--- src/rtl/tdm_rx_pkg.sv ---
package tdm_rx_pkg;
    localparam int unsigned WORD_W      = 24;
    localparam int unsigned LONG_SLOT   = 32;
    localparam int unsigned LONG_AUDIO  = 24;
    localparam int unsigned SHORT_SLOT  = 16;
    localparam int unsigned SHORT_AUDIO = 16;
    localparam int unsigned BIT_W       = $clog2(LONG_SLOT);

    typedef logic [BIT_W-1:0] bitpos_t;
endpackage

--- src/rtl/tdm_rx_edge.sv ---
module tdm_rx_edge (
    input  logic clk,
    input  logic rst_n,
    input  logic fsync,
    output logic rise
);
    typedef struct packed {
        logic prev;
    } edge_t;

    edge_t st_d, st_q;

    always_comb begin
        st_d      = st_q;
        st_d.prev = fsync;
        rise      = fsync & ~st_q.prev;
    end

    always_ff @(posedge clk or negedge rst_n) begin
        if (!rst_n) begin
            st_q <= '0;
        end else begin
            st_q <= st_d;
        end
    end
endmodule

--- src/rtl/tdm_rx_seq.sv ---
module tdm_rx_seq
    import tdm_rx_pkg::*;
#(
    parameter int unsigned CHANNELS = 4,
    parameter int unsigned CH_W     = 2
) (
    input  logic            clk,
    input  logic            rst_n,
    input  logic            rise,
    input  logic            slot16,
    output logic            capture,
    output logic            done,
    output logic [CH_W-1:0] chan,
    output logic            mode16,
    output logic            frame_err
);
    localparam logic [CH_W-1:0] LAST_SLOT = CH_W'(CHANNELS - 1);

    typedef struct packed {
        logic            active;
        logic            mode16;
        bitpos_t         bpos;
        logic [CH_W-1:0] slot;
        logic            err;
    } seq_t;

    seq_t    st_d, st_q;
    bitpos_t slot_end;
    bitpos_t audio_end;
    logic    frame_end;

    always_comb begin
        slot_end  = st_q.mode16 ? bitpos_t'(SHORT_SLOT - 1)  : bitpos_t'(LONG_SLOT - 1);
        audio_end = st_q.mode16 ? bitpos_t'(SHORT_AUDIO - 1) : bitpos_t'(LONG_AUDIO - 1);
        frame_end = st_q.active && (st_q.bpos == slot_end) && (st_q.slot == LAST_SLOT);
        capture   = st_q.active && (st_q.bpos <= audio_end);
        done      = st_q.active && (st_q.bpos == audio_end);

        st_d     = st_q;
        st_d.err = 1'b0;
        if (rise) begin
            st_d.active = 1'b1;
            st_d.mode16 = slot16;
            st_d.bpos   = '0;
            st_d.slot   = '0;
            st_d.err    = st_q.active && !frame_end;
        end else if (st_q.active) begin
            if (st_q.bpos == slot_end) begin
                st_d.bpos = '0;
                if (st_q.slot == LAST_SLOT) begin
                    st_d.active = 1'b0;
                end else begin
                    st_d.slot = st_q.slot + CH_W'(1);
                end
            end else begin
                st_d.bpos = st_q.bpos + bitpos_t'(1);
            end
        end
    end

    always_ff @(posedge clk or negedge rst_n) begin
        if (!rst_n) begin
            st_q <= '0;
        end else begin
            st_q <= st_d;
        end
    end

    assign chan      = st_q.slot;
    assign mode16    = st_q.mode16;
    assign frame_err = st_q.err;
endmodule

--- src/rtl/tdm_rx_shift.sv ---
module tdm_rx_shift
    import tdm_rx_pkg::*;
#(
    parameter int unsigned CH_W = 2
) (
    input  logic              clk,
    input  logic              rst_n,
    input  logic              sdata,
    input  logic              capture,
    input  logic              done,
    input  logic              mode16,
    input  logic [CH_W-1:0]   chan,
    output logic              word_valid,
    output logic [WORD_W-1:0] word_data,
    output logic [CH_W-1:0]   word_chan
);
    localparam int unsigned PAD_W = WORD_W - SHORT_AUDIO;

    typedef struct packed {
        logic [WORD_W-1:0] sh;
        logic              valid;
        logic [WORD_W-1:0] data;
        logic [CH_W-1:0]   chan;
    } shf_t;

    shf_t              st_d, st_q;
    logic [WORD_W-1:0] nxt;

    always_comb begin
        nxt        = {st_q.sh[WORD_W-2:0], sdata};
        st_d       = st_q;
        st_d.valid = 1'b0;
        if (capture) begin
            st_d.sh = nxt;
        end
        if (done) begin
            st_d.valid = 1'b1;
            st_d.chan  = chan;
            st_d.data  = mode16 ? {nxt[SHORT_AUDIO-1:0], {PAD_W{1'b0}}} : nxt;
        end
    end

    always_ff @(posedge clk or negedge rst_n) begin
        if (!rst_n) begin
            st_q <= '0;
        end else begin
            st_q <= st_d;
        end
    end

    assign word_valid = st_q.valid;
    assign word_data  = st_q.data;
    assign word_chan  = st_q.chan;
endmodule

--- src/rtl/tdm_rx.sv ---
module tdm_rx
    import tdm_rx_pkg::*;
#(
    parameter  int unsigned CHANNELS = 4,
    localparam int unsigned CH_W     = (CHANNELS > 1) ? $clog2(CHANNELS) : 1
) (
    input  logic              clk,
    input  logic              rst_n,
    input  logic              fsync,
    input  logic              sdata,
    input  logic              slot16,
    output logic              word_valid,
    output logic [WORD_W-1:0] word_data,
    output logic [CH_W-1:0]   word_chan,
    output logic              frame_err
);
    logic            rise_w;
    logic            capture_w;
    logic            done_w;
    logic            mode16_w;
    logic [CH_W-1:0] chan_w;

    tdm_rx_edge u_edge (
        .clk   (clk),
        .rst_n (rst_n),
        .fsync (fsync),
        .rise  (rise_w)
    );

    tdm_rx_seq #(
        .CHANNELS (CHANNELS),
        .CH_W     (CH_W)
    ) u_seq (
        .clk       (clk),
        .rst_n     (rst_n),
        .rise      (rise_w),
        .slot16    (slot16),
        .capture   (capture_w),
        .done      (done_w),
        .chan      (chan_w),
        .mode16    (mode16_w),
        .frame_err (frame_err)
    );

    tdm_rx_shift #(
        .CH_W (CH_W)
    ) u_shift (
        .clk        (clk),
        .rst_n      (rst_n),
        .sdata      (sdata),
        .capture    (capture_w),
        .done       (done_w),
        .mode16     (mode16_w),
        .chan       (chan_w),
        .word_valid (word_valid),
        .word_data  (word_data),
        .word_chan  (word_chan)
    );
endmodule

--- config.mk ---
export PLATFORM = sky130hd
export DESIGN_NAME = tdm_rx
export DESIGN_NICKNAME = d
export VERILOG_FILES = /design/src/rtl/tdm_rx_pkg.sv /design/src/rtl/tdm_rx_edge.sv /design/src/rtl/tdm_rx_seq.sv /design/src/rtl/tdm_rx_shift.sv /design/src/rtl/tdm_rx.sv
export SDC_FILE = /design/constraint.sdc
export NUM_CORES = 1
export LEC_CHECK = 0
export BUFFER_PORTS_ARGS = -buffer_cell sky130_fd_sc_hd__buf_4
export CAP_MARGIN = 10
export CORE_MARGIN = 2
export CORE_UTILIZATION = 30
export CTS_BUF_LIST = sky130_fd_sc_hd__clkbuf_2 sky130_fd_sc_hd__clkbuf_4 sky130_fd_sc_hd__clkbuf_8
export DETAILED_ROUTE_END_ITERATION = 8
export HOLD_SLACK_MARGIN = 0.12
export PLACE_DENSITY = 0.52
export RECOVER_POWER = 50
export SYNTH_ARGS = -nofsm -noshare
export SYNTH_HDL_FRONTEND = slang
export SYNTH_SLANG_ARGS = --single-unit
export TNS_END_PERCENT = 10
--- constraint.sdc ---
create_clock -name clk -period 3.6 [get_ports clk]
set_input_delay 0.72 -clock clk [delete_from_list [all_inputs] [get_ports clk]]
set_output_delay 0.72 -clock clk [all_outputs]
set_load 0.01 [all_outputs]
==> qor.txt <==
latest clock arrival within the worst-skew pair -> 340 ps
Die Wd -> 107 µm
Startpoint Class -> flip-flop
CTS Buffer Depth -> 2
Setup TNS -> 0 ps
Avg Vias per Cell -> 5.47
Max Slew Vio Count -> 62
CTS H-tree lvls -> 3
Avg Inst Size Synth -> 10.3 µm²
WL/cell -> 17.1 µm
r2r startpoint -> u_seq.st_q[3]
Initial Utilization -> 0.308
WP data required -> 3830 ps
share of cells above drive strength 1 -> 0.212
Hold Crit Class -> flip-flop to flip-flop
hold path endpoint -> u_shift.word_chan[1]
boundary pin count -> 33
num rows -> 37
Mapped Area -> 3180 µm²
EDFF count, synth -> 0
slew margin rel. -> -0.0374
Clock Sinks -> 61
Tcrit/Tclk final -> 0.770
pwr dens -> 765 nW/µm²
Post-CTS Hold Buffers -> 0
initial antenna violation count -> 0
vias post-DR -> 2551
Synth cell types -> 35
drt total wl -> 7960 µm
CTS tree -> done
DRC viols -> 0
largest net degree at the start of global routing -> 62
CP Class -> flip-flop to flip-flop
FF/Latch Area -> 1530 µm²
Place WS -> 1180 ps
clock-pin slew on the worst setup and hold paths -> 80 ps
first-pass GRT wire length -> 13600 µm
syn_nets -> 318
DR pass1 iterations -> 4
skew final -> 9.73 ps
DIE HEIGHT -> 107 µm
Worst Max-Slew Pin Slew -> 1560 ps
Leakage -> 1.52 nW
area of the core -> 10300 µm²
max_cap viols -> 1
Cells after Synth -> 309
FF-to-FF setup slack -> 830 ps
logic gate share of total power -> 0.329
setup ws final -> 826 ps
Reg2Reg Depth -> 6
P_int -> 0.00174 W
Max Clk Rate -> 0.361 GHz
Synth async-reset ratio -> 1.00
most common cell after layout, fill and taps aside -> dfrtp_1
fin util -> 0.354
gr usage total -> 0.150
Ant. Diodes -> 0
CTS Buf Count -> 9
antenna-violating nets left -> 0
Worst Path Arrival -> 3000 ps
predominant post-synthesis flop cell -> dfrtp_1
crit-path max FO -> 26
Clock Power Share -> 0.255
CP Capture Type -> flip-flop
RD Place Congestion -> 0.755
Yosys warning total -> 0
Switching Share -> 0.378
synthesis-to-finish area growth -> 14.7%
dpl hpwl -> 4700 µm
worst vdd ir -> 0.191 mV
Synth Register Bits -> 61
number of global-route vias before repair -> 2573
unrepaired setup endpoints after global routing -> no
Reg-to-Reg End -> u_shift.word_chan[1]
most frequent cells in the layout -> dfrtp_1 (61), o21ai_0 (56), buf_4 (28)
Hold Path Depth -> 1
sw power -> 0.00105 W
Final min period -> 2770 ps
Seq/Total Area, Yosys -> 0.480
fill count -> 1055
cts repair resizes -> 0
initial DRC count -> 137
I/O Buffers -> 32
Root Driver -> clkbuf_8
GRT overflow -> 0
Total Die Area -> 11400 µm²
Hold Fails Final Rpt -> 0
Nets -> 334
sequential share of power -> 0.416
failing checks -> max-capacitance violations, max-slew violations
HP Start -> u_shift.word_chan[1]
post-CTS setup buffer count -> 0
footprint of the multi-input gates -> 1450 µm²
Final setup violation count -> 0
status -> finished with violations
-- synth_stat cells, types with 3 or more instances --
| master | instances | area [µm²] |
|---|---|---|
| dfrtp_1 | 61 | 1530 |
| o21ai_0 | 56 | 280 |
| nand3_1 | 25 | 125 |
| o2111ai_1 | 23 | 201 |
| o211ai_2 | 20 | 250 |
| o21ai_1 | 20 | 100 |
| clkbuf_1 | 17 | 63.8 |
| mux2i_1 | 16 | 160 |
| nand2_1 | 14 | 52.6 |
| buf_2 | 10 | 50.1 |
| a21oi_1 | 5 | 25.0 |
| buf_6 | 4 | 45.0 |
| ha_1 | 4 | 50.1 |
| nand2b_1 | 4 | 25.0 |
| buf_4 | 3 | 22.5 |
| o211ai_1 | 3 | 22.5 |
-- power groups by stage --
stage	Sequential, W	Clock (W)	Combinational [W]
finish	0.00116	0.000713	0.000918
global route	0.00120	0.000768	0.00104
CTS	0.00116	0.000732	0.000953
detailed placement	0.00118	0	0.000950
global placement	0.00117	0	0.000931
floorplan	0.00112	0	0.000673
-- sequential cells by signal (all words and copies together), names as in the netlist --
name / cells
u_seq.chan: 2
u_edge.st_q: 1
u_seq.mode16: 1
u_seq.frame_err: 1
u_shift.word_data: 24
u_shift.word_valid: 1
u_shift.nxt: 23
u_shift.word_chan: 2
u_seq.st_q: 6
-- metal layers --
layer,global-route usage,part of all wire
met4,0.0436,0.017
met3,0.0413,0.046
met2,0.236,0.47
met5,0,0
met1,0.201,0.46
-- how the worst max path moves through the flow --
| stage | start | end | slack [ps] | depth (start not counted) |
|---|---|---|---|---|
| after floorplan | u_seq.mode16 | u_shift.word_chan[1] | 1640 | 8 |
| after global routing | u_seq.st_q[3] | u_shift.word_chan[1] | 600 | 6 |
| after CTS | u_seq.mode16 | u_shift.nxt[16] | 1160 | 6 |
| after global placement | u_seq.mode16 | u_shift.nxt[22] | 1280 | 6 |
| after detailed placement | u_seq.mode16 | u_shift.nxt[16] | 1180 | 6 |
| final | u_seq.st_q[3] | u_shift.word_chan[1] | 830 | 6 |
-- worst max-delay path, cell delays in order (launching register included) --
cell	delay, ps
dfrtp_1	440
ha_1	220
and2_1	130
clkbuf_1	960
nand2_4	430
inv_2	160
mux2_1	320
-- cell families (layout without fill, tap and decap cells) --
| kind of cell | count (synthesis) | after routing | synth area share |
|---|---|---|---|
| flip-flops | 61 | 61 | 0.480 |
| AND/OR/NAND/NOR | 57 | 57 | 0.0952 |
| XOR/XNOR | 1 | 1 | 0.00275 |
| buffers and inverters | 38 | 59 | 0.0617 |
| multiplexers | 18 | 18 | 0.0574 |
| AO/OA/AOI/OAI | 130 | 130 | 0.287 |
| adder cells (fa/ha/maj) | 4 | 4 | 0.0157 |
-- through the flow --
step	instance area [µm²]	hold slack, ps	power (W)	instances
after CTS	3700	484	0.00285	466
after global routing	3650	511	0.00301	466
after global placement	3460	478	0.00210	450
after detailed placement	3460	477	0.00213	450
after floorplan	3180	424	0.00179	309
final	3650	495	0.00279	466
-- final cells by class --
class,instances,share of cell area
clock inverter,5,0.0223
tap,136,0.0466
multi-input combinational,210,0.398
timing repair buffer,39,0.0692
sequential,61,0.418
inverter,4,0.00411
clock buffer,11,0.0415
Note: power is estimated with default switching activity, not from simulation.
